### src/rtl/clkcfg_i2c_pkg.sv
package clkcfg_i2c_pkg;

    localparam int BYTE_W = 8;

    typedef enum logic [2:0] {
        ST_IDLE,
        ST_ADDR,
        ST_ADDR_ACK,
        ST_WR_BYTE,
        ST_WR_ACK,
        ST_RD_BYTE,
        ST_RD_ACK,
        ST_DROP
    } bus_state_e;

endpackage

### src/rtl/clkcfg_bus_sync.sv
module clkcfg_bus_sync #(
    parameter int STAGES = 2
) (
    input  logic clk,
    input  logic rst_n,
    input  logic scl_i,
    input  logic sda_i,
    output logic scl_lvl,
    output logic sda_lvl,
    output logic scl_rise,
    output logic scl_fall,
    output logic start_evt,
    output logic stop_evt
);

    localparam int LINES = 2;

    logic [LINES-1:0] raw;
    logic [LINES-1:0] lvl;
    logic [LINES-1:0] prev;

    assign raw = {sda_i, scl_i};

    for (genvar g = 0; g < LINES; g++) begin : g_line
        logic [STAGES-1:0] pipe;
        always_ff @(posedge clk or negedge rst_n) begin
            if (!rst_n) begin
                pipe    <= '1;
                prev[g] <= 1'b1;
            end else begin
                pipe    <= {pipe[STAGES-2:0], raw[g]};
                prev[g] <= pipe[STAGES-1];
            end
        end
        assign lvl[g] = pipe[STAGES-1];
    end

    assign scl_lvl   = lvl[0];
    assign sda_lvl   = lvl[1];
    assign scl_rise  = lvl[0] & ~prev[0];
    assign scl_fall  = ~lvl[0] & prev[0];
    assign start_evt = lvl[0] & prev[0] & prev[1] & ~lvl[1];
    assign stop_evt  = lvl[0] & prev[0] & ~prev[1] & lvl[1];

endmodule

### src/rtl/clkcfg_regfile.sv
module clkcfg_regfile #(
    parameter int NUM_BYTES = 7,
    parameter int NUM_WR    = 6,
    parameter int IDX_W     = 3
) (
    input  logic                   clk,
    input  logic                   rst_n,
    input  logic                   wr_en,
    input  logic [IDX_W-1:0]       wr_idx,
    input  logic [7:0]             wr_data,
    input  logic [IDX_W-1:0]       rd_idx,
    output logic [7:0]             rd_data,
    output logic [8*NUM_BYTES-1:0] regs_flat
);

    for (genvar k = 0; k < NUM_BYTES; k++) begin : g_byte
        logic [7:0] val;
        if (k < NUM_WR) begin : g_rw
            localparam logic [7:0] RST_VAL = (k == 0) ? 8'h00 : 8'hFF;
            always_ff @(posedge clk or negedge rst_n) begin
                if (!rst_n) begin
                    val <= RST_VAL;
                end else if (wr_en && (wr_idx == IDX_W'(k))) begin
                    val <= wr_data;
                end
            end
        end else begin : g_ro
            assign val = 8'hFF;
        end
        assign regs_flat[8*k +: 8] = val;
    end

    always_comb begin
        rd_data = 8'hFF;
        for (int k = 0; k < NUM_BYTES; k++) begin
            if (rd_idx == IDX_W'(k)) begin
                rd_data = regs_flat[8*k +: 8];
            end
        end
    end

endmodule

### src/rtl/clkcfg_i2c_slave.sv
module clkcfg_i2c_slave
    import clkcfg_i2c_pkg::*;
#(
    parameter logic [6:0] DEV_ADDR    = 7'h69,
    parameter int         NUM_BYTES   = 7,
    parameter int         NUM_WR      = 6,
    parameter int         HDR_BYTES   = 2,
    parameter int         SYNC_STAGES = 2
) (
    input  logic                      clk,
    input  logic                      rst_n,
    input  logic                      scl_i,
    input  logic                      sda_i,
    output logic                      sda_pull_low,
    output logic                      cfg_spread_en,
    output logic                      cfg_spread_wide,
    output logic                      cfg_hiz,
    output logic                      cfg_freq_sw,
    output logic [3:0]                cfg_freq_code,
    output logic [8*(NUM_WR-1)-1:0]   cfg_en_mask
);

    localparam int IDX_W   = $clog2(NUM_BYTES + 1);
    localparam int CNT_W   = $clog2(HDR_BYTES + NUM_WR + 2);
    localparam int RP_W    = $clog2(NUM_BYTES + 2);
    localparam logic [CNT_W-1:0] CNT_MAX = CNT_W'(HDR_BYTES + NUM_WR);
    localparam logic [CNT_W-1:0] CNT_HDR = CNT_W'(HDR_BYTES);
    localparam logic [RP_W-1:0]  RP_MAX  = RP_W'(NUM_BYTES + 1);
    localparam logic [7:0]       COUNT_BYTE = 8'(NUM_BYTES);

    logic scl_lvl, sda_lvl, scl_rise, scl_fall, start_evt, stop_evt;

    clkcfg_bus_sync #(.STAGES(SYNC_STAGES)) u_sync (
        .clk       (clk),
        .rst_n     (rst_n),
        .scl_i     (scl_i),
        .sda_i     (sda_i),
        .scl_lvl   (scl_lvl),
        .sda_lvl   (sda_lvl),
        .scl_rise  (scl_rise),
        .scl_fall  (scl_fall),
        .start_evt (start_evt),
        .stop_evt  (stop_evt)
    );

    bus_state_e        state_q, state_d;
    logic [3:0]        bit_cnt_q;
    logic [7:0]        shreg_q;
    logic [7:0]        tx_q;
    logic              rw_q;
    logic              mst_ack_q;
    logic [CNT_W-1:0]  wr_cnt_q;
    logic [RP_W-1:0]   rd_ptr_q;

    logic              bit_full;
    logic              addr_hit;
    logic              wr_en;
    logic [IDX_W-1:0]  wr_idx;
    logic [IDX_W-1:0]  rd_idx;
    logic [7:0]        rd_data;
    logic [8*NUM_BYTES-1:0] regs_flat;
    logic [7:0]        byte0;

    assign bit_full = (bit_cnt_q == 4'd8);
    assign addr_hit = (shreg_q[7:1] == DEV_ADDR);
    assign wr_en    = (state_q == ST_WR_BYTE) && scl_fall && bit_full &&
                      (wr_cnt_q >= CNT_HDR) && (wr_cnt_q < CNT_MAX);
    assign wr_idx   = IDX_W'(wr_cnt_q - CNT_HDR);
    assign rd_idx   = IDX_W'(rd_ptr_q - RP_W'(1));

    clkcfg_regfile #(
        .NUM_BYTES (NUM_BYTES),
        .NUM_WR    (NUM_WR),
        .IDX_W     (IDX_W)
    ) u_regs (
        .clk       (clk),
        .rst_n     (rst_n),
        .wr_en     (wr_en),
        .wr_idx    (wr_idx),
        .wr_data   (shreg_q),
        .rd_idx    (rd_idx),
        .rd_data   (rd_data),
        .regs_flat (regs_flat)
    );

    // next-state logic
    always_comb begin
        state_d = state_q;
        if (stop_evt) begin
            state_d = ST_IDLE;
        end else if (start_evt) begin
            state_d = ST_ADDR;
        end else begin
            unique case (state_q)
                ST_IDLE, ST_DROP: state_d = state_q;
                ST_ADDR: if (scl_fall && bit_full)
                             state_d = addr_hit ? ST_ADDR_ACK : ST_DROP;
                ST_ADDR_ACK: if (scl_fall)
                             state_d = rw_q ? ST_RD_BYTE : ST_WR_BYTE;
                ST_WR_BYTE: if (scl_fall && bit_full) state_d = ST_WR_ACK;
                ST_WR_ACK:  if (scl_fall) state_d = ST_WR_BYTE;
                ST_RD_BYTE: if (scl_fall && bit_cnt_q == 4'd7) state_d = ST_RD_ACK;
                ST_RD_ACK:  if (scl_fall)
                             state_d = mst_ack_q ? ST_RD_BYTE : ST_DROP;
                default:    state_d = ST_IDLE;
            endcase
        end
    end

    // state register and datapath
    always_ff @(posedge clk or negedge rst_n) begin
        if (!rst_n) begin
            state_q   <= ST_IDLE;
            bit_cnt_q <= '0;
            shreg_q   <= '0;
            tx_q      <= 8'hFF;
            rw_q      <= 1'b0;
            mst_ack_q <= 1'b0;
            wr_cnt_q  <= '0;
            rd_ptr_q  <= '0;
        end else begin
            state_q <= state_d;
            if (start_evt) begin
                bit_cnt_q <= '0;
                wr_cnt_q  <= '0;
                rd_ptr_q  <= '0;
            end else if (!stop_evt) begin
                unique case (state_q)
                    ST_ADDR, ST_WR_BYTE: begin
                        if (scl_rise && !bit_full) begin
                            shreg_q   <= {shreg_q[6:0], sda_lvl};
                            bit_cnt_q <= bit_cnt_q + 4'd1;
                        end
                        if (scl_fall && bit_full) begin
                            if (state_q == ST_ADDR) begin
                                rw_q <= shreg_q[0];
                            end else if (wr_cnt_q < CNT_MAX) begin
                                wr_cnt_q <= wr_cnt_q + CNT_W'(1);
                            end
                        end
                    end
                    ST_ADDR_ACK: begin
                        if (scl_fall) begin
                            bit_cnt_q <= '0;
                            if (rw_q) begin
                                tx_q     <= COUNT_BYTE;
                                rd_ptr_q <= RP_W'(1);
                            end
                        end
                    end
                    ST_WR_ACK: begin
                        if (scl_fall) bit_cnt_q <= '0;
                    end
                    ST_RD_BYTE: begin
                        if (scl_fall) begin
                            tx_q      <= {tx_q[6:0], 1'b1};
                            bit_cnt_q <= (bit_cnt_q == 4'd7) ? 4'd0 : bit_cnt_q + 4'd1;
                            mst_ack_q <= 1'b0;
                        end
                    end
                    ST_RD_ACK: begin
                        if (scl_rise) mst_ack_q <= ~sda_lvl;
                        if (scl_fall && mst_ack_q) begin
                            tx_q <= rd_data;
                            if (rd_ptr_q < RP_MAX) rd_ptr_q <= rd_ptr_q + RP_W'(1);
                        end
                    end
                    ST_IDLE, ST_DROP: ;
                    default: ;
                endcase
            end
        end
    end

    // outputs
    always_comb begin
        unique case (state_q)
            ST_ADDR_ACK, ST_WR_ACK: sda_pull_low = 1'b1;
            ST_RD_BYTE:             sda_pull_low = ~tx_q[7];
            default:                sda_pull_low = 1'b0;
        endcase
    end

    assign byte0           = regs_flat[7:0];
    assign cfg_spread_wide = byte0[7];
    assign cfg_spread_en   = byte0[1];
    assign cfg_hiz         = byte0[0];
    assign cfg_freq_sw     = byte0[3];
    assign cfg_freq_code   = {byte0[2], byte0[6:4]};
    assign cfg_en_mask     = regs_flat[8*NUM_WR-1:8];

endmodule

### config.mk
export PLATFORM = sky130hd
export DESIGN_NAME = clkcfg_i2c_slave
export DESIGN_NICKNAME = d
export VERILOG_FILES = /design/src/rtl/clkcfg_i2c_pkg.sv /design/src/rtl/clkcfg_bus_sync.sv /design/src/rtl/clkcfg_regfile.sv /design/src/rtl/clkcfg_i2c_slave.sv
export SDC_FILE = /design/constraint.sdc
export NUM_CORES = 1
export LEC_CHECK = 0
export BUFFER_PORTS_ARGS = -buffer_cell sky130_fd_sc_hd__buf_2
export CAP_MARGIN = 20
export CELL_PAD_IN_SITES_DETAIL_PLACEMENT = 1
export CELL_PAD_IN_SITES_GLOBAL_PLACEMENT = 1
export CORE_ASPECT_RATIO = 2
export CORE_MARGIN = 10
export CORE_UTILIZATION = 25
export CTS_BUF_LIST = sky130_fd_sc_hd__clkbuf_16
export CTS_CLUSTER_DIAMETER = 40
export DETAILED_ROUTE_END_ITERATION = 8
export HOLD_SLACK_MARGIN = 0.12
export PLACE_DENSITY = 0.49
export RECOVER_POWER = 50
export SETUP_SLACK_MARGIN = 0.15
export SYNTH_ARGS = -nofsm -noshare
export SYNTH_HDL_FRONTEND = slang
export SYNTH_SLANG_ARGS = --single-unit
### constraint.sdc
create_clock -name clk -period 2.9 [get_ports clk]
set_clock_uncertainty 0.2 [all_clocks]
set_input_delay 0.145 -clock clk [delete_from_list [all_inputs] [get_ports clk]]
set_output_delay 0.145 -clock clk [all_outputs]
set_load 0.005 [all_outputs]
# [Word level (Yosys, flattened, before mapping)]
# Cells that the tools add are included.
# W data, S select, Z words.
[totals] register_bits=87 latchBits=0 ramBits=0 romBits=0 input_bits=4 mem_count=0
[op_classes] add_sub_neg=5 n_mul=0 div_mod_pow=0 n_lt_le_gt_ge=3 n_eq_ne=42 n_shift=0 muxes=48 bitwise=14 reduce_logical=36
[op_table] cell="$mux W8" n=11
[op_table] cell="$mux W4" n=18
[op_table] cell="$mux W3" n=10
[op_table] cell="$eq A3 B3 Y1 const B" n=9
[op_table] cell="$pmux W8 S3" n=1
[op_table] cell="$ne A3 B3 Y1 const B" n=7
[op_table] cell="$ne A4 B4 Y1 const B" n=5
[op_table] cell="$reduce_and A5 Y1" n=4
[op_table] cell="$eq A3 B2 Y1 const B" n=6
[op_table] cell="$pmux W3 S6" n=1
[op_table] cell="$logic_and A1 B1 Y1" n=14
[op_table] cell="$ne A2 B2 Y1 const B" n=7
[op_table] cell="$reduce_and A7 Y1" n=2
[op_table] cell="$add A4 B1 Y4 const B" n=3
[op_table] cell="$pmux W4 S3" n=1
[op_table] cell="$eq A3 B1 Y1 const B" n=3
[op_table] cell="$logic_not A3 Y1" n=3
[op_table] cell="$lt A4 B4 Y1 const B" n=2
[op_table] cell="$pmux W4 S2" n=1
[op_table] cell="$reduce_bool A2 Y1" n=4
[op_table] cell="$and A1 B1 Y1" n=7
[op_table] cell="$eq A7 B7 Y1 const B" n=1
[op_table] cell="$not A1 Y1" n=7
[op_table] cell="$reduce_and A6 Y1" n=1
[op_table] cell="other kinds (15)" n=20

# [Longest topological paths before layout]
[depth] word_depth=11 mapped_depth=8 mapped_depth_nobuf=7

# [Cells and area by module]
# A second synthesis with hierarchy kept.
[hier_totals] cells_unflattened=385 area_unflattened_um2=4595.7
[by_module_without_submodules] module="clkcfg_regfile" instances=1 cells_each=182 area_per_inst_um2=2392.3
[by_module_without_submodules] module="clkcfg_i2c_slave" instances=1 cells_each=193 area_per_inst_um2=2013.2
[by_module_without_submodules] module="clkcfg_bus_sync" instances=1 cells_each=10 area_per_inst_um2=190.2

# [Least setup slack after synthesis]
# OpenSTA, ideal clock, no wires.
[synth_timing] path_kind="reg2reg" startpoint="register bit_cnt_q[0]" endpoint="register u_regs.g_byte[4].val[0]" setup_time_ps=82 t_arrival_ps=1789 setup_slack_ps=829 stages_incl_launch_ff=9 n_path_buf=1 synth_period_minus_slack_ps=2071 path_cell_list="dfrtp_1 > inv_1 > ha_1 > nand3b_1 > nor4_2 > buf_4 > nand2_1 > nor2_4 > mux2_2"
[synth_via] elab_chain_cells=5
[synth_lines] item="start, declared" line="clkcfg_i2c_slave.sv:47" rtl="logic [3:0] bit_cnt_q;"
[synth_lines] item="start signal, assigned" line="clkcfg_i2c_slave.sv:132" rtl="bit_cnt_q <= bit_cnt_q + 4'd1;"
[synth_lines] item="start signal, assigned" line="clkcfg_i2c_slave.sv:157" rtl="bit_cnt_q <= (bit_cnt_q == 4'd7) ? 4'd0 : bit_cnt_q + 4'd1;"
[synth_lines] item="$eq A4 B4 Y1" line="clkcfg_i2c_slave.sv:64" rtl="assign bit_full = (bit_cnt_q == 4'd8);"
[synth_lines] item="$logic_and A1 B1 Y1 (2 in a row)" line="clkcfg_i2c_slave.sv:66" rtl="assign wr_en = (state_q == ST_WR_BYTE) && scl_fall && bit_full &&"
[synth_lines] item="$logic_and A1 B1 Y1" line="clkcfg_i2c_slave.sv:67" rtl="(wr_cnt_q >= CNT_HDR) && (wr_cnt_q < CNT_MAX);"
[synth_lines] item="$logic_and A1 B1 Y1" line="clkcfg_regfile.sv:23" rtl="end else if (wr_en && (wr_idx == IDX_W'(k))) begin"
[synth_lines] item="end signal, assigned" line="clkcfg_regfile.sv:24" rtl="val <= wr_data;"
[synth_lines] item="end, declared" line="clkcfg_regfile.sv:17" rtl="logic [7:0] val;"
# No other way between the ends.
# A chain may end at the register's enable or synchronous reset.

# [Worst setup path after layout]
[layout_timing] startpoint="register rd_ptr_q[0]" endpoint="register tx_q[7]"
[layout_via] elab_chain_cells=11
[layout_lines] item="start, declared" line="clkcfg_i2c_slave.sv:53" rtl="logic [RP_W-1:0] rd_ptr_q;"
[layout_lines] item="start signal, assigned" line="clkcfg_i2c_slave.sv:165" rtl="if (rd_ptr_q < RP_MAX) rd_ptr_q <= rd_ptr_q + RP_W'(1);"
[layout_lines] item="$sub A3 B1 Y3 (*)" line="clkcfg_i2c_slave.sv:69" rtl="assign rd_idx = IDX_W'(rd_ptr_q - RP_W'(1));"
[layout_lines] item="$logic_not A3 Y1" line="clkcfg_regfile.sv:36" rtl="if (rd_idx == IDX_W'(k)) begin"
[layout_lines] item="$mux W8 (6 in a row)" line="clkcfg_regfile.sv:36"
[layout_lines] item="$mux W8 (*)" line="clkcfg_regfile.sv:36"
[layout_lines] item="$mux W8 (*)" line="clkcfg_i2c_slave.sv:163" rtl="if (scl_fall && mst_ack_q) begin"
[layout_lines] item="$pmux W8 S3 (*)" line="clkcfg_i2c_slave.sv:128" rtl="unique case (state_q)"
[layout_lines] item="end signal, assigned" line="clkcfg_i2c_slave.sv:156" rtl="tx_q <= {tx_q[6:0], 1'b1};"
[layout_lines] item="end signal, assigned" line="clkcfg_i2c_slave.sv:164" rtl="tx_q <= rd_data;"
[layout_lines] item="end, declared" line="clkcfg_i2c_slave.sv:49" rtl="logic [7:0] tx_q;"
# Mark *: on every way between the ends. The rest lies on a longest branch, timed or not. The select of a mux whose other input is x is not followed.

==> impl_metrics.json <==
{
  "root_buffer": "clkbuf_16",
  "holdPathStages": 0,
  "hold_end": "u_sync.g_line[1].pipe[1]$_DFF_PN1_",
  "coreArea_mm2": 0.0177,
  "initial_core_util": 0.253,
  "area_growth_pct": 18.6,
  "die_area_mm2": 0.0240,
  "cts.sinks": 87,
  "gp_congestion": 0.791,
  "die_x_um": 115,
  "cts_resized": 0,
  "drv_cap": 0,
  "crit_path_start_kind": "flop",
  "synthTopCellsByArea": "dfstp_2 (32%), dfrtp_1 (18%), mux2_2 (15%)",
  "drtAntennaViolNets": 0,
  "min_period_ns": 2.63,
  "timing.setup.tns_ns": 0,
  "yosysTopAreaCell": "dfstp_2",
  "rr_startpoint": "rd_ptr_q[0]$_DFFE_PN0P_",
  "num_antenna_cells": 0,
  "yosysSeqAreaShare": 0.501,
  "die_h_um": 209,
  "synth_most_common_cell": "mux2_2",
  "cp.arrival_ns": 2.71,
  "synth_seq_cells": 87,
  "antenna_found_initial": 0,
  "multi_input_area_mm2": 0.00210,
  "max_slew.worst_pin.slew_ns": 1.22,
  "hp-start": "u_sync.g_line[1].pipe[0]$_DFF_PN1_",
  "cts_tree": "done",
  "reg2reg_slack_ns": 0.27,
  "min_period_over_period": 0.907,
  "routedWlPerCell_um": 21.1,
  "grt_pass1_vias": 3716,
  "dp_hpwl_um": 10700,
  "slew_viol_final": 0,
  "drive_above_1_share": 0.392,
  "clk_pin_slew_ns": 0.07,
  "drc": 0,
  "synth_commonest_cells": "mux2_2 (58), dfstp_2 (54), o21ai_0 (40)",
  "drt_iter0_drc": 85,
  "finalHoldViolations": 0,
  "final_net_count": 469,
  "io_pins": 53,
  "viasPerCell": 4.89,
  "p_leak_nw": 2.40,
  "port_buffers": 52,
  "first_pass_iters": 4,
  "cts_buffer_depth": 2,
  "nFillCells": 1971,
  "worstPathMaxFanout": 10,
  "worstPathRequired_ns": 2.98,
  "synth_area_mm2": 0.00448,
  "slew-limit-headroom": 0.185,
  "outcome": "finished, final reports clean",
  "synth-main-ff-cell": "dfstp_2",
  "synthesis.nets": 410,
  "min-delay-path-class": "reg -> reg",
  "synth-edff-count": 0,
  "grt_max_degree": 86,
  "globalRouteOverflowTotal": 0,
  "cts_buffers": 9,
  "syn_inst": 393,
  "core.rowCount": 69,
  "ys_warn_count": 0,
  "syn_avg_cell_area_um2": 11.4,
  "clk_latency_ns": 0.35,
  "vias": 3277,
  "fmax_mhz": 380,
  "rr_worst_depth": 7,
  "crit_slowest_cell": "dfrtp_1",
  "critPathMaxStageDelay_ns": 0.47,
  "track_usage": 0.122,
  "grt_first_pass_wirelength_um": 22300,
  "synth_top_area_frac": 0.316,
  "p_per_area_mw_per_mm2": 611,
  "irDropWorstVdd_uv": 323,
  "cp-end-kind": "flop",
  "critical_path_class": "reg -> reg",
  "synthDistinctLibCells": 58,
  "async_reset_ff_frac": 1.00,
  "drt_wl_total_um": 14200,
  "setup_viol": 0,
  "htreeDepth": 3,
  "r2r-end": "tx_q[7]$_DFFE_PN1P_",
  "path_cells": "inv_1 -> ha_1 -> nor2b_1 -> a221oi_1 -> o21ai_0 -> a32o_1 -> mux2_2",
  "fin_util": 0.300,
  "rsz0062_at_grt": "no",
  "seqCellArea_mm2": 0.00224,
  "power_mw": 3.25
}
==> final cells by class <==
class                      count  area share
tap                          213      0.0501
sequential                    87       0.422
clock inverter                 7      0.0111
inverter                      12     0.00847
timing repair buffer          67      0.0706
multi-input combinational    275       0.395
clock buffer                   9      0.0424
==> per-layer routing <==
| layer | vias to the layer above | share of wire | global-route usage |
|---|---|---|---|
| met5 | - | 0 | 0 |
| met4 | 0 | 0.020 | 0.0480 |
| met3 | 10 | 0.029 | 0.0231 |
| met2 | 44 | 0.58 | 0.230 |
| met1 | 1690 | 0.37 | 0.125 |
| li1 | 1533 | - | - |
==> logic make-up after synthesis <==
logic type / synth area share
AOI/OAI and AO/OA: 0.127
xor gates and xnor gates: 0.0117
adders and majority gates: 0.0363
buffers and inverters: 0.0310
DFF: 0.501
muxes: 0.148
and+or+nand+nor: 0.145
==> flip-flops by register name, summed over array words and instances, names as in the netlist <==
signal	cells
u_regs.g_byte.val	48
shreg_q	8
tx_q	8
bit_cnt_q	4
rd_ptr_q	4
u_sync.g_line.pipe	4
wr_cnt_q	4
state_q	3
u_sync.prev	2
mst_ack_q	1
rw_q	1
==> where the power goes <==
| part | switching [mW] | internal (mW) | total, mW |
|---|---|---|---|
| clock | 0.489 | 0.656 | 1.14 |
| combinational | 0.285 | 0.241 | 0.526 |
| sequential | 0.224 | 1.35 | 1.58 |
==> through the flow <==
step                      cells  setup WS [ns]  instance area (µm²)  hold slack, ns
final                       670          0.270                 5320           0.164
after floorplan             393          0.829                 4480          -0.351
after global routing        670          0.169                 5320           0.168
after CTS                   670          0.279                 5340           0.161
after detailed placement    650          0.314                 5010          -0.255
after global placement      650          0.367                 5010          -0.258
==> worst max-delay path: cells and delay by family, from the launching register on <==
kind,cells,cell delay [ns]
AO/OA/AOI/OAI,3,0.77
buffers and inverters,1,0.14
flip-flops,1,0.47
multiplexers,1,0.26
AND/OR/NAND/NOR,1,0.24
adder cells (fa/ha/maj),1,0.46
==> worst max-delay path by stage <==
stage,startpoint,end,slack (ns),cells past startpoint
CTS,rd_ptr_q[0]$_DFFE_PN0P_,tx_q[7]$_DFFE_PN1P_,0.28,7
finish,rd_ptr_q[0]$_DFFE_PN0P_,tx_q[7]$_DFFE_PN1P_,0.27,7
floorplan,bit_cnt_q[0]$_DFFE_PN0P_,u_regs.g_byte[4].val[0]$_DFFE_PN1P_,0.83,8
global route,rd_ptr_q[0]$_DFFE_PN0P_,tx_q[7]$_DFFE_PN1P_,0.17,7
detailed placement,rd_ptr_q[0]$_DFFE_PN0P_,tx_q[7]$_DFFE_PN1P_,0.31,7
global placement,rd_ptr_q[0]$_DFFE_PN0P_,tx_q[7]$_DFFE_PN1P_,0.37,7
==> what timing repair did <==
| action | 4_1_cts | 5_1_grt |
|---|---|---|
| hold buffers | 4 | 0 |
| hold endpoints to repair | 89 | 0 |
| buffers inserted | 0 | 0 |
==> cells in the final DEF (no fill, tap or decap), types with 3 or more instances in the layout <==
| cell | netlist | final |
|---|---|---|
| nor3b_1 | 17 | 17 |
| nor2b_1 | 8 | 8 |
| dfstp_1 | 0 | 12 |
| nor2_1 | 18 | 18 |
| o21ai_0 | 40 | 40 |
| a21o_1 | 3 | 3 |
| dfrtp_1 | 33 | 33 |
| o31ai_1 | 5 | 5 |
| dfstp_2 | 54 | 42 |
| buf_2 | 6 | 43 |
| ha_1 | 13 | 13 |
| a32oi_1 | 4 | 4 |
| nand4b_1 | 3 | 3 |
| buf_4 | 2 | 10 |
| and2_1 | 4 | 4 |
| mux2_2 | 58 | 58 |
| xor2_1 | 4 | 4 |
| clkbuf_16 | 0 | 9 |
| a21oi_1 | 12 | 12 |
| inv_1 | 11 | 14 |
| dlygate4sd3_1 | 0 | 4 |
| and3_1 | 4 | 4 |
| a221oi_1 | 6 | 6 |
| nand2_1 | 30 | 30 |
| nand3b_1 | 5 | 5 |
| clkbuf_1 | 10 | 7 |
Note: power is estimated with default switching activity, not from simulation.
